==> src/rtl/rc_trim_pkg.sv <==
`timescale 1ns/1ps
package rc_trim_pkg;

  typedef enum logic [1:0] {
    STEP_HOLD = 2'd0,
    STEP_UP   = 2'd1,
    STEP_DOWN = 2'd2
  } step_e;

  function automatic step_e flip_step(input step_e s, input logic inv);
    step_e r;
    r = s;
    if (inv) begin
      case (s)
        STEP_UP:   r = STEP_DOWN;
        STEP_DOWN: r = STEP_UP;
        default:   r = s;
      endcase
    end
    return r;
  endfunction

endpackage

==> src/rtl/rc_ref_sync.sv <==
`timescale 1ns/1ps
module rc_ref_sync #(
  parameter int STAGES = 2
) (
  input  logic clk,
  input  logic rst,
  input  logic ref_i,
  output logic rise_o
);
  localparam int LAST = STAGES;

  logic [LAST:0] sh_q;

  genvar g;
  generate
    for (g = 0; g <= LAST; g++) begin : g_stage
      if (g == 0) begin : g_first
        always_ff @(posedge clk) begin
          if (rst) sh_q[0] <= 1'b0;
          else     sh_q[0] <= ref_i;
        end
      end else begin : g_next
        always_ff @(posedge clk) begin
          if (rst) sh_q[g] <= 1'b0;
          else     sh_q[g] <= sh_q[g-1];
        end
      end
    end
  endgenerate

  assign rise_o = sh_q[LAST-1] & ~sh_q[LAST];

endmodule

==> src/rtl/rc_period_counter.sv <==
`timescale 1ns/1ps
module rc_period_counter #(
  parameter int CNT_W = 12
) (
  input  logic             clk,
  input  logic             rst,
  input  logic             run_i,
  input  logic             rise_i,
  output logic [CNT_W-1:0] cnt_o,
  output logic [CNT_W-1:0] meas_o,
  output logic             stb_o
);
  localparam logic [CNT_W-1:0] CNT_MAX = '1;

  logic [CNT_W-1:0] cnt_q;
  logic [CNT_W-1:0] meas_q;
  logic             armed_q;

  always_ff @(posedge clk) begin
    if (rst || !run_i) begin
      cnt_q   <= '0;
      meas_q  <= '0;
      armed_q <= 1'b0;
    end else if (rise_i) begin
      cnt_q   <= CNT_W'(1);
      armed_q <= 1'b1;
      if (armed_q) meas_q <= cnt_q;
    end else if (cnt_q != CNT_MAX) begin
      cnt_q <= cnt_q + 1'b1;
    end
  end

  assign cnt_o  = cnt_q;
  assign meas_o = meas_q;
  assign stb_o  = run_i & rise_i & armed_q;

  p_meas_only_on_edge_r2: assert property (@(posedge clk) disable iff (rst)
    (run_i && !rise_i) |=> $stable(meas_q));

  p_stop_clears_meas_r8: assert property (@(posedge clk) disable iff (rst)
    !run_i |=> (meas_q == '0));

endmodule

==> src/rtl/rc_trim_stepper.sv <==
`timescale 1ns/1ps
module rc_trim_stepper
  import rc_trim_pkg::*;
#(
  parameter int CNT_W  = 12,
  parameter int TRIM_W = 8,
  parameter int HYST_W = 4
) (
  input  logic              clk,
  input  logic              rst,
  input  logic              run_i,
  input  logic              en_i,
  input  logic              inv_i,
  input  logic              stb_i,
  input  logic [CNT_W-1:0]  cnt_i,
  input  logic [CNT_W-1:0]  tgt_i,
  input  logic [HYST_W-1:0] hp_i,
  input  logic [HYST_W-1:0] hn_i,
  input  logic [TRIM_W-1:0] seed_i,
  output logic [TRIM_W-1:0] trim_o
);
  localparam int EXT_W = CNT_W + 1;
  localparam logic [TRIM_W-1:0] TRIM_MAX = '1;

  logic [EXT_W-1:0] cnt_x, tgt_x, upper_x, cnt_hn_x;
  step_e raw_step, dir_step;
  logic [TRIM_W-1:0] trim_q;

  assign cnt_x    = EXT_W'(cnt_i);
  assign tgt_x    = EXT_W'(tgt_i);
  assign upper_x  = tgt_x + EXT_W'(hp_i);
  assign cnt_hn_x = cnt_x + EXT_W'(hn_i);

  always_comb begin
    raw_step = STEP_HOLD;
    if (cnt_x > upper_x)        raw_step = STEP_DOWN;
    else if (cnt_hn_x < tgt_x)  raw_step = STEP_UP;
    dir_step = flip_step(raw_step, inv_i);
  end

  always_ff @(posedge clk) begin
    if (rst) begin
      trim_q <= '0;
    end else if (!run_i) begin
      trim_q <= seed_i;
    end else if (stb_i && en_i) begin
      case (dir_step)
        STEP_UP:   if (trim_q != TRIM_MAX) trim_q <= trim_q + 1'b1;
        STEP_DOWN: if (trim_q != '0)       trim_q <= trim_q - 1'b1;
        default:   trim_q <= trim_q;
      endcase
    end
  end

  assign trim_o = trim_q;

  p_unit_step_r5: assert property (@(posedge clk) disable iff (rst)
    run_i |=> (trim_q == $past(trim_q)) ||
              ({1'b0, trim_q} == {1'b0, $past(trim_q)} + 1'b1) ||
              ({1'b0, $past(trim_q)} == {1'b0, trim_q} + 1'b1));

  p_hold_between_edges_r3: assert property (@(posedge clk) disable iff (rst)
    (run_i && !stb_i) |=> $stable(trim_q));

  p_hold_disabled_r6: assert property (@(posedge clk) disable iff (rst)
    (run_i && !en_i) |=> $stable(trim_q));

endmodule

==> src/rtl/rc_mhz_monitor.sv <==
`timescale 1ns/1ps
module rc_mhz_monitor #(
  parameter int CNT_W      = 12,
  parameter int UNCORR_DIV = 24
) (
  input  logic             clk,
  input  logic             rst,
  input  logic             en_i,
  input  logic             sel_i,
  input  logic [CNT_W-1:0] tgt_i,
  input  logic             run_i,
  input  logic             stb_i,
  input  logic [CNT_W-1:0] cnt_i,
  input  logic             clr_i,
  output logic             tick_o,
  output logic             err_o
);
  localparam logic [CNT_W-1:0] FIXED_DIV = CNT_W'(UNCORR_DIV);

  logic [CNT_W-1:0] div_w, lim_w, dcnt_q;
  logic             tick_q, err_q, wrap_w, short_w;

  assign div_w   = sel_i ? tgt_i : FIXED_DIV;
  assign lim_w   = (div_w == '0) ? '0 : div_w - 1'b1;
  assign wrap_w  = (dcnt_q >= lim_w);
  assign short_w = stb_i && en_i && (cnt_i < tgt_i);

  always_ff @(posedge clk) begin
    if (rst || !en_i) begin
      dcnt_q <= '0;
      tick_q <= 1'b0;
    end else begin
      tick_q <= wrap_w;
      dcnt_q <= wrap_w ? '0 : dcnt_q + 1'b1;
    end
  end

  always_ff @(posedge clk) begin
    if (rst || !run_i) err_q <= 1'b0;
    else if (short_w)  err_q <= 1'b1;
    else if (clr_i)    err_q <= 1'b0;
  end

  assign tick_o = tick_q;
  assign err_o  = err_q;

  p_quiet_when_off_r9: assert property (@(posedge clk) disable iff (rst)
    !en_i |=> !tick_q);

  p_err_sticky_r10: assert property (@(posedge clk) disable iff (rst)
    (run_i && err_q && !clr_i) |=> err_q);

  p_err_stop_r8: assert property (@(posedge clk) disable iff (rst)
    !run_i |=> !err_q);

endmodule

==> src/rtl/rc_trim_loop.sv <==
`timescale 1ns/1ps
module rc_trim_loop #(
  parameter int CNT_W       = 12,
  parameter int TRIM_W      = 8,
  parameter int HYST_W      = 4,
  parameter int SYNC_STAGES = 2,
  parameter int UNCORR_DIV  = 24
) (
  input  logic              clk,
  input  logic              rst,
  input  logic              ref_in,
  input  logic              ctl_start,
  input  logic              ctl_enable,
  input  logic              ctl_bypass,
  input  logic              ctl_invert,
  input  logic [TRIM_W-1:0] man_trim,
  input  logic [HYST_W-1:0] hyst_pos,
  input  logic [HYST_W-1:0] hyst_neg,
  input  logic [CNT_W-1:0]  tgt_count,
  input  logic [CNT_W-1:0]  mhz_target,
  input  logic              mhz_enable,
  input  logic              mhz_sel_corr,
  input  logic              err_clr,
  output logic [TRIM_W-1:0] trim_code,
  output logic [CNT_W-1:0]  meas_count,
  output logic              err_flag,
  output logic              tick_1m
);
  logic              rise_w, stb_w;
  logic [CNT_W-1:0]  cnt_w;
  logic [TRIM_W-1:0] calc_trim_w;
  logic [TRIM_W-1:0] trim_q;

  rc_ref_sync #(.STAGES(SYNC_STAGES)) u_sync (
    .clk(clk), .rst(rst), .ref_i(ref_in), .rise_o(rise_w)
  );

  rc_period_counter #(.CNT_W(CNT_W)) u_period (
    .clk(clk), .rst(rst), .run_i(ctl_start), .rise_i(rise_w),
    .cnt_o(cnt_w), .meas_o(meas_count), .stb_o(stb_w)
  );

  rc_trim_stepper #(.CNT_W(CNT_W), .TRIM_W(TRIM_W), .HYST_W(HYST_W)) u_step (
    .clk(clk), .rst(rst), .run_i(ctl_start), .en_i(ctl_enable),
    .inv_i(ctl_invert), .stb_i(stb_w), .cnt_i(cnt_w), .tgt_i(tgt_count),
    .hp_i(hyst_pos), .hn_i(hyst_neg), .seed_i(man_trim), .trim_o(calc_trim_w)
  );

  rc_mhz_monitor #(.CNT_W(CNT_W), .UNCORR_DIV(UNCORR_DIV)) u_mhz (
    .clk(clk), .rst(rst), .en_i(mhz_enable), .sel_i(mhz_sel_corr),
    .tgt_i(mhz_target), .run_i(ctl_start), .stb_i(stb_w), .cnt_i(cnt_w),
    .clr_i(err_clr), .tick_o(tick_1m), .err_o(err_flag)
  );

  always_ff @(posedge clk) begin
    if (rst) trim_q <= '0;
    else     trim_q <= ctl_bypass ? man_trim : calc_trim_w;
  end

  assign trim_code = trim_q;

  p_bypass_follows_r7: assert property (@(posedge clk) disable iff (rst)
    ctl_bypass |=> (trim_q == $past(man_trim)));

endmodule

==> config.mk <==
export PLATFORM = sky130hd
export DESIGN_NAME = rc_trim_loop
export DESIGN_NICKNAME = d
export VERILOG_FILES = /design/src/rtl/rc_trim_pkg.sv /design/src/rtl/rc_ref_sync.sv /design/src/rtl/rc_period_counter.sv /design/src/rtl/rc_trim_stepper.sv /design/src/rtl/rc_mhz_monitor.sv /design/src/rtl/rc_trim_loop.sv
export SDC_FILE = /design/constraint.sdc
export NUM_CORES = 1
export LEC_CHECK = 0
export ABC_AREA = 1
export CELL_PAD_IN_SITES_DETAIL_PLACEMENT = 2
export CELL_PAD_IN_SITES_GLOBAL_PLACEMENT = 2
export CORE_MARGIN = 1.5
export CORE_UTILIZATION = 31
export CTS_CLUSTER_SIZE = 25
export DETAILED_ROUTE_END_ITERATION = 8
export PLACE_DENSITY_LB_ADDON = 0.2
export SLEW_MARGIN = 5
export SYNTH_ARGS = -nofsm -noshare
export SYNTH_HDL_FRONTEND = slang
export SYNTH_SLANG_ARGS = --single-unit
export TNS_END_PERCENT = 50
==> constraint.sdc <==
create_clock -name clk -period 4.45 [get_ports clk]
set_clock_uncertainty 0.05 [all_clocks]
set_input_delay 0.6675 -clock clk [delete_from_list [all_inputs] [get_ports clk]]
set_output_delay 0.6675 -clock clk [all_outputs]
set_load 0.03 [all_outputs]
# == After elaboration in Yosys (flattened, before gate mapping) ==
# Cells that the tools add are included.
# word_totals
word_cells,68
in_bits,50
ram_bits,0
latchBits,0
n_memories,0
mem_bits_ro,0
reg_bits,58
# op_classes
mul,0
n_div,0
bitwise,4
n_mux,16
add_sub_neg,7
n_shift,0
magnitude_cmp,4
n_eq_ne,10
reduce_logical,15
# ops
operator,count
$mux 8,5
$add 12x4->13,2
$add 12x1->12 const B,2
$mux 12,2
$pmux 8 s2,1
$gt 12x13->1,1
$lt 13x12->1,1
$ge 12x12->1,1
$logic_not 12->1,1
$lt 12x12->1,1
$ne 12x12->1 const B,1
$sub 12x1->12 const B,1
$add 8x1->8 const B,1
$ne 8x8->1 const B,1
$reduce_bool 8->1,1
$sub 8x1->8 const B,1
$ne 3x2->1 const B,2
$mux 1,5
$eq 2x1->1 const B,2
$eq 2x2->1 const B,2
$mux 2,2
$pmux 2 s2,1
$reduce_and 4->1,1
$reduce_bool 2->1,2
other kinds (9),16

# == Depth between registers and ports, before layout ==
# Gate-level depths: netlist of run 1.
# logic_depth
ltp_word,11
depth_mapped,33
mapped_depth_nobuf,32

# == Modules after synthesis ==
# Synthesis of run 1 repeated with hierarchy kept, for this count alone.
# unflattened
hier_cells,812
area_unflattened_um2,5113.7
# modules_own_cells
mod,seq_area_each_um2,instances,area_per_inst_um2,cells_per_inst
rc_trim_stepper,160.2,1,1991.9,335
rc_mhz_monitor,280.3,1,1606.5,267
rc_period_counter,500.5,1,1087.3,149
rc_trim_loop,160.2,1,341.6,51
rc_ref_sync,60.1,1,86.3,10

# == Least setup slack after synthesis of run 1 ==
# Ideal clock, no wire load.
# synth_timing
path_kind,input -> register
start,input hyst_pos[0]
end,"register u_step.trim_q[6], in the netlist u_step.trim_o[6]"
arrival_time_ns,3.843
path_stages,29
setup_time_ns,0.066
slack_ns,0.491
t_required_ns,4.334
cell_sequence,ha_1 > inv_1 > fa_1 > inv_1 > nand2_1 > nand2_2 > nand2_4 > nor2_1 > nand2_1 > xor2_1 > ha_1 > nand3_1 > nor3b_1 > nand4_2 > nand2_2 > nand2_4 > nand2_4 > buf_12 > nand2_2 > nand2_1 > inv_1 > ha_1 > inv_1 > a21oi_4 > nand3_1 > nand2_1 > nand2_1 > nand3_1 > a21oi_2
# synth_between
elab_chain_cells,10
# synth_lines
item,line_no,text
from (decl),rc_trim_loop.sv:17,"input logic [HYST_W-1:0] hyst_pos,"
$add 12x4->13 (*),rc_trim_stepper.sv:31,assign upper_x = tgt_x + EXT_W'(hp_i);
$gt 12x13->1 (*),rc_trim_stepper.sv:36,if (cnt_x > upper_x) raw_step = STEP_DOWN;
$mux 2 (*),rc_trim_stepper.sv:36,
$eq 2x2->1 or $eq 2x1->1 (tied branches),rc_trim_pkg.sv:14,case (s)
$pmux 2 s2,rc_trim_pkg.sv:14,
$mux 2 (*),rc_trim_pkg.sv:13,if (inv) begin
$eq 2x2->1 or $eq 2x1->1 (tied branches),rc_trim_stepper.sv:47,case (dir_step)
$pmux 8 s2,rc_trim_stepper.sv:47,
$mux 8,rc_trim_stepper.sv:46,end else if (stb_i && en_i) begin
$mux 8,rc_trim_stepper.sv:44,end else if (!run_i) begin
to (signal assigned),rc_trim_stepper.sv:45,trim_q <= seed_i;
to (signal assigned),rc_trim_stepper.sv:48,STEP_UP: if (trim_q != TRIM_MAX) trim_q <= trim_q + 1'b1;
to (signal assigned),rc_trim_stepper.sv:49,STEP_DOWN: if (trim_q != '0) trim_q <= trim_q - 1'b1;
to (decl),rc_trim_stepper.sv:27,logic [TRIM_W-1:0] trim_q;
# Mark *: on every way between the ends. The rest lies on a longest branch, timed or not. The select of a mux whose other input is x is not followed.
# A chain may end at the register's enable or synchronous reset.

# == Worst setup path after layout of run 1 ==
# layout_timing
start,input hyst_neg[0]
end,"register u_step.trim_q[6], in the netlist u_step.trim_o[6]"
# layout_between
elab_chain_cells,11
# layout_lines
item,line_no,text
from (decl),rc_trim_loop.sv:18,"input logic [HYST_W-1:0] hyst_neg,"
$add 12x4->13 (*),rc_trim_stepper.sv:32,assign cnt_hn_x = cnt_x + EXT_W'(hn_i);
$lt 13x12->1 (*),rc_trim_stepper.sv:37,else if (cnt_hn_x < tgt_x) raw_step = STEP_UP;
$mux 1 (*),rc_trim_stepper.sv:37,
$mux 2 (*),rc_trim_stepper.sv:36,
$eq 2x2->1 or $eq 2x1->1 (tied branches),rc_trim_pkg.sv:14,
$pmux 2 s2,rc_trim_pkg.sv:14,
$mux 2 (*),rc_trim_pkg.sv:13,
$eq 2x2->1 or $eq 2x1->1 (tied branches),rc_trim_stepper.sv:47,
$pmux 8 s2,rc_trim_stepper.sv:47,
$mux 8,rc_trim_stepper.sv:46,
$mux 8,rc_trim_stepper.sv:44,
# Marked as above.

==> results of run 1 <==
## power by group
part	internal, uW	total [uW]	switching [uW]
registers	532	544	11.7
clock network	465	732	266
logic	145	334	189
## sequential cells by signal, indices dropped and copies added, names as in the netlist
signal / flops
u_mhz.tick_o: 1
u_mhz.dcnt_q: 12
u_period.armed_q: 1
u_period.cnt_o: 12
u_step.trim_o: 8
trim_code: 8
u_period.meas_o: 12
u_sync.sh_q: 3
u_mhz.err_o: 1
## final cells by class
class	count	share of cell area, %
Multi-Input combinational cell	509	51.1
Timing Repair Buffer	104	15.3
Inverter	117	6.88
Clock inverter	5	0.977
Tap cell	188	3.67
Clock buffer	11	3.95
Sequential cell	58	18.1
## worst max-delay path, cell delays in order
cell and delay, ns:
clkdlybuf4s50_1 0.46, ha_1 0.17, inv_1 0.06, fa_1 0.43, o21ai_4 0.20, nand2_1 0.11, nor2_1 0.15, xor2_1 0.19
ha_1 0.27, nand3_1 0.09, nand2_1 0.07, a31oi_2 0.19, nand3_1 0.16, nand2_4 0.12, nand2_4 0.08, nand2_2 0.07
nand2_1 0.05, inv_1 0.05, ha_1 0.15, inv_2 0.06, a21oi_4 0.18, nand3_2 0.12, nand3_2 0.10, nand3_2 0.09
a21oi_2 0.15
## worst max-delay path by stage
stage                             from  depth (start not counted)  slack [ns]                to
final                      hyst_neg[0]                         25        0.22  u_step.trim_o[6]
after global routing       hyst_pos[0]                         32       -0.06  u_step.trim_o[6]
after CTS                 tgt_count[0]                         33        0.02  u_step.trim_o[6]
after detailed placement  tgt_count[0]                         33       -0.28  u_step.trim_o[6]
after global placement    tgt_count[0]                         29       -0.07  u_step.trim_o[6]
after floorplan            hyst_pos[0]                         29        0.49  u_step.trim_o[6]
## cell families (layout without fill, tap and decap cells)
kind of cell,count (synthesis),count (layout),share of synthesized area [%]
AND/OR/NAND/NOR,301,301,29.9
buffers and inverters,126,237,10.3
AO/OA/AOI/OAI,118,118,14.5
adder cells (fa/ha/maj),60,60,15.9
flip-flops,58,58,24.0
XOR/XNOR,30,30,5.44
## synth_stat cells, types with 2 or more instances
master / instances / share of area (%)
nand2_1: 119 / 9.2
inv_1: 109 / 8.5
nor2_1: 64 / 5.0
dfxtp_1: 58 / 24
ha_1: 58 / 15
a21oi_1: 54 / 5.6
nand3_1: 49 / 5.1
o21ai_0: 36 / 3.7
xor2_1: 22 / 4.0
nand2_2: 12 / 1.6
nor3_1: 12 / 1.2
nand4_1: 11 / 1.4
nand2_4: 8 / 1.9
nor3b_1: 8 / 1.2
xnor2_1: 8 / 1.5
clkbuf_1: 6 / 0.47
inv_2: 5 / 0.39
o21ai_1: 5 / 0.52
a21oi_2: 4 / 0.73
nand3_2: 4 / 0.83
a31oi_1: 3 / 0.39
o211ai_1: 3 / 0.47
or2_1: 3 / 0.39
a21oi_4: 2 / 0.67
clkinv_1: 2 / 0.16
fa_1: 2 / 0.83
nor2_2: 2 / 0.26
## layer usage
layer	share of wire (%)	routed length, um	vias to the layer above
met2	54	9240	59
met3	2.3	395	12
met5	0	0	-
met1	43	7370	2485
met4	1.1	184	0
li1	-	-	2483
## what timing repair did
item                                   CTS  global route
setup endpoints to repair                0            20
endpoints found under the hold margin    0             0
setup buffers                            0             4
gates resized for setup                  0            27
## through the flow
stage,instances,util [%],worst slack (ns)
2_1_floorplan,693,-,0.491
3_3_place_gp,972,39.1,-0.0699
3_5_place_dp,972,39.1,-0.276
4_1_cts,988,41.2,0.0221
5_1_grt,992,42.1,-0.0557
6_report,992,42.1,0.215
==> results.md, run 1 <==
* Status: complete, no violations
* Prevailing post-synth register cell: dfxtp_1
* Hold buffers post-CTS at 0
* Fillers at approximately 1800
* Antenna fix cells at 0
* Worst-path maximum fanout at 4
* Max Cap Viol at 0
* Endpoints failing hold at 0
* Final HPWL DP at approximately 14000 um
* Die X-Extent at 128 um
* WL final at around 17000 um
* # setup viols final at 0
* Ports at just over 70
* RSZ-0062 raised after global routing: yes
* Root Driver: clkbuf_16
* Syn Inst Count at between 600 and 700
* Max Root-Sink Buffers at 2
* Arrival time worst endpoint at ~4.4 ns
* Fmax achieved at 0.236 GHz
* Met3 Use GR at under 10%
* Startpoint types: primary input
* Via count at 5039
* CTS clock-pin slew for the worst setup and hold paths at about 0.06 ns
* Pin slew with the least headroom to its limit at around 0.65 ns
* Normalized max-slew margin at between 50% and 60%
* Critical path class: primary input to flip-flop
* Pwr Total at between 1500 and 2000 uW
* Register bit total from synthesis at 58
* Syn Nets at approximately 800
* Worst skew pair latency at between 0.3 and 0.4 ns
* P&R area growth vs syn at 32.6%
* Sequential cell area at approximately 1200 um2
* Hold_ws at roughly 0.36 ns
* Drc violations at 0
* Num Clock Sinks at 58
* R2R Setup Slk at ~0.54 ns
* TritonCTS clock tree: yes
* Multi-input gate area at 3270 um2
* Antenna violations before repair at 0
* Hold endpoint: u_sync.sh_q[1]
* Total negative slack at 0 ns
* Critical Path RT at roughly 4.7 ns
* Avg WL per Cell at ~17 um
* Iteration count of the initial detailed-routing pass at 4
* Iteration-0 DRC count of the detailed router at around 130
* Post-DP Area at around 5900 um2
* Register area share after synthesis at between 20% and 30%
* R2R depth at 24
* Post-route cell area at approximately 6400 um2
* Met2 Use GR at a little over two fifths
* Initial core utilization at roughly a third
* Post-layout nets at between 900 and 1000
* Core Area at 15200 um2
* Cell Rows at 45
* Ys async rst share at 0%
* Largest net degree at the start of global routing at 18
* DIE HEIGHT at 128 um
* Commonest non-fill, non-tap cell in the layout: nand2_1
* Mapped Area at between 4000 and 5000 um2
* Vias in the first global route at roughly 5700
* Reg2reg start: u_period.cnt_o[0]
* GRT Util Overall at approximately a fifth
* Syn_area_per_cell at between 6 and 7 um2
* Slew Viols, Final at 0
* Post-synth EDFFs at 0
* Overflow after GRT at 0
* Number of CTS-inserted buffers at 9
* Die area at ~16000 um2
* Max H-tree Level at 3
* CP endpoint kind: flip-flop
* Synth Warn # at 0
* Final Critical Period at about 4.2 ns
* Vias/cell at roughly 5.1
* Worst Min Path Start: u_sync.sh_q[0]
* Commonest non-fill, non-tap cells in the layout: nand2_1 (116), inv_1 (108), clkdlybuf4s50_1 (68), nor2_1 (61), dfxtp_1 (58)
* Global-route wire length before repair at ~28000 um
* Layout cells sized above 1 at roughly 15%
* Min-Delay Path Class: flip-flop to flip-flop
* Tcrit/Tclk final at a little over nine tenths
* Grt peak-use layer: met2
* PwrDens at 251 nW/um2
* Met1 usage at about a quarter
* Hold path cells at 2
* IO Port Bufs at 71
* Final Wtd Congestion at about 0.87
* Peak supply drop at ~0.19 mV
* Leak pwr at around 0.0030 uW
* Routed Antenna Nets at 0
* Synth cell types at 51
* Reg2reg end: u_step.trim_o[6]
Power figures use the tool's default switching activity.
==> inputs of run 2 (changes only) <==
--- a/config.mk
+++ b/config.mk
@@ -8,7 +8,6 @@
 export ABC_AREA = 1
 export CELL_PAD_IN_SITES_DETAIL_PLACEMENT = 2
 export CELL_PAD_IN_SITES_GLOBAL_PLACEMENT = 2
-export CORE_MARGIN = 1.5
 export CORE_UTILIZATION = 31
 export CTS_CLUSTER_SIZE = 25
 export DETAILED_ROUTE_END_ITERATION = 8
==> run 2 against run 1 <==
Worst setup slack better by 0.0019 ns. Sequential share of layout area grew 0.093 points. Flip-flop and latch count unchanged. First-iteration DRC count is 8.7% lower. Critical path depth increased by 1. Clock power fell by 4.1%. Critical endpoint is now u_step.trim_o[2]. Largest cell class unchanged.
==> results.md, run 2 (same netlist as run 1, synthesis figures left out) <==
* WL final at 16600 um (-3.6%)
* Min-Delay Path Class: flip-flop to flip-flop
* Overflow after GRT at 0 (unchanged)
* Vias/cell at 5.03 (-1.0%)
* Worst path top cell family by delay: simple AND/OR/NAND/NOR gates
* Core Area at 15200 um2 (unchanged)
* Cell Rows at 45 (unchanged)
* Largest net degree at the start of global routing at 18 (unchanged)
* Worst skew pair latency at 0.34 ns (about the same)
* Slew Viols, Final at 0 (unchanged)
* Global-route wire length before repair at 26900 um (-2.7%)
* Hold buffers post-CTS at 0 (unchanged)
* Iteration-0 DRC count of the detailed router at 116 (-8.7%)
* PwrDens at 247 nW/um2 (-1.8%)
* Arrival time worst endpoint at 4.43 ns (about the same)
* Total negative slack at 0 ns (unchanged)
* Commonest non-fill, non-tap cells in the layout: nand2_1 (117), inv_1 (108), clkdlybuf4s50_1 (70), nor2_1 (62), dfxtp_1 (58)
* Tcrit/Tclk final at 95.1% (about the same)
* Fmax achieved at 0.236 GHz (about the same)
* Final Wtd Congestion at 0.866 (-0.35%)
* CTS clock-pin slew for the worst setup and hold paths at 0.06 ns (about the same)
* Util after Layout at 41.9% (-0.21 points)
* Leak pwr at 0.00297 uW (-0.78%)
* Max H-tree Level at 3 (unchanged)
* Root Driver: clkbuf_16
* Peak supply drop at 0.187 mV (-3.4%)
* Post-layout nets at 911 (+0.22%)
* Pin slew with the least headroom to its limit at 0.669 ns (+0.0203 ns)
* Iteration count of the initial detailed-routing pass at 4 (unchanged)
* Commonest non-fill, non-tap cell in the layout: nand2_1
* Via count at 4993 (-0.91%)
* TritonCTS clock tree: yes
* Max Cap Viol at 0 (unchanged)
* CP endpoint kind: flip-flop
* Layout cells sized above 1 at 14.0% (-0.64 points)
* Normalized max-slew margin at 55.3% (-1.4 points)
* Critical path class: primary input to flip-flop
* # setup viols final at 0 (unchanged)
* Max incr delay on CP at 0.47 ns (about the same)
* Final HPWL DP at 13500 um (-1.6%)
* Startpoint types: primary input
* Most used cell, CP: nand2_4
* Antenna fix cells at 0 (unchanged)
* Critical Path RT at 4.65 ns (about the same)
* P&R area growth vs syn at 31.9%
* Die X-Extent at 127 um (-0.78%)
* Final Critical Period at 4.23 ns (-0.00191 ns)
* Antenna violations before repair at 0 (unchanged)
* RSZ-0062 raised after global routing: yes
* Endpoints failing hold at 0 (unchanged)
* Drc violations at 0 (unchanged)
* Crit path buf inv count at 5 (+1)
* Initial core utilization at 31.8% (unchanged)
* Ports at 72 (unchanged)
* IO Port Bufs at 71 (unchanged)
* Routed Antenna Nets at 0 (unchanged)
* Die area at 16100 um2 (-1.6%)
* Worst-path maximum fanout at 8 (+4)
* Max Root-Sink Buffers at 2 (unchanged)
* Num Clock Sinks at 58 (unchanged)
* GRT Util Overall at 21.3% (-0.082 points)
* Number of CTS-inserted buffers at 9 (unchanged)
* Status: complete, no violations
* DIE HEIGHT at 127 um (-0.78%)
* Slowest cell on crit path: clkdlybuf4s50_1
* Avg WL per Cell at 16.7 um (-3.7%)
* Vias in the first global route at 5487 (-3.9%)
## run 2: final timing paths
check	from	endpoint	slack [ns]	cells past startpoint
setup reg to reg	u_period.cnt_o[2]	u_step.trim_o[6]	0.63	24
setup / recovery	hyst_pos[0]	u_step.trim_o[2]	0.22	26
hold reg to reg	u_sync.sh_q[0]	u_sync.sh_q[1]	0.36	2
hold / removal	u_sync.sh_q[0]	u_sync.sh_q[1]	0.36	2
## run 2: timing repair
| item | 4_1_cts | 5_1_grt |
|---|---|---|
| gates resized for setup | 1 | 22 |
| endpoints found under the hold margin | 0 | 0 |
| setup endpoints to repair | 3 | 20 |
| pin swaps | 0 | 9 |
| buffers inserted | 0 | 4 |
## run 2: tightest hold or removal path: stages, from the launching register on
cell and delay [ns]:
dfxtp_1 0.30, inv_1 0.04, nor2_1 0.03
## run 2: area by class of cell
| type | instances | area [um2] |
|---|---|---|
| clock buffer | 10 | 239 |
| clock inverter | 5 | 55.1 |
| sequential | 58 | 1160 |
| tap | 188 | 235 |
| timing repair buffer | 106 | 980 |
| inverter | 117 | 443 |
| fill | 1780 | 8830 |
| multi-input combinational | 509 | 3260 |
## run 2: per-stage QoR
stage	power [uW]	hold WS [ns]	instances	worst slack [ns]	area, um2
6_report	1570	0.358	993	0.217	6370
4_1_cts	1590	0.358	989	0.0259	6250
5_1_grt	1650	0.391	993	-0.0717	6370
3_5_place_dp	876	0.350	974	-0.401	5950
3_3_place_gp	856	0.343	974	-0.0550	5950
2_1_floorplan	732	0.338	693	0.491	4830
## run 2: metal layers
metal  up-vias  routed length (um)  GRT usage (%)
li1       2485                   -              -
met1      2424                7290           24.7
met3        17                 357           3.46
met5         -                   0              0
met4         0                 237           5.25
met2        67                8680           40.2
## run 2: report_power, final
| group | switching, uW | leakage (uW) | internal (uW) |
|---|---|---|---|
| registers | 11.7 | 0.000472 | 532 |
| clock network | 259 | 0.000140 | 443 |
| logic | 185 | 0.00236 | 142 |
| total | 456 | 0.00297 | 1120 |
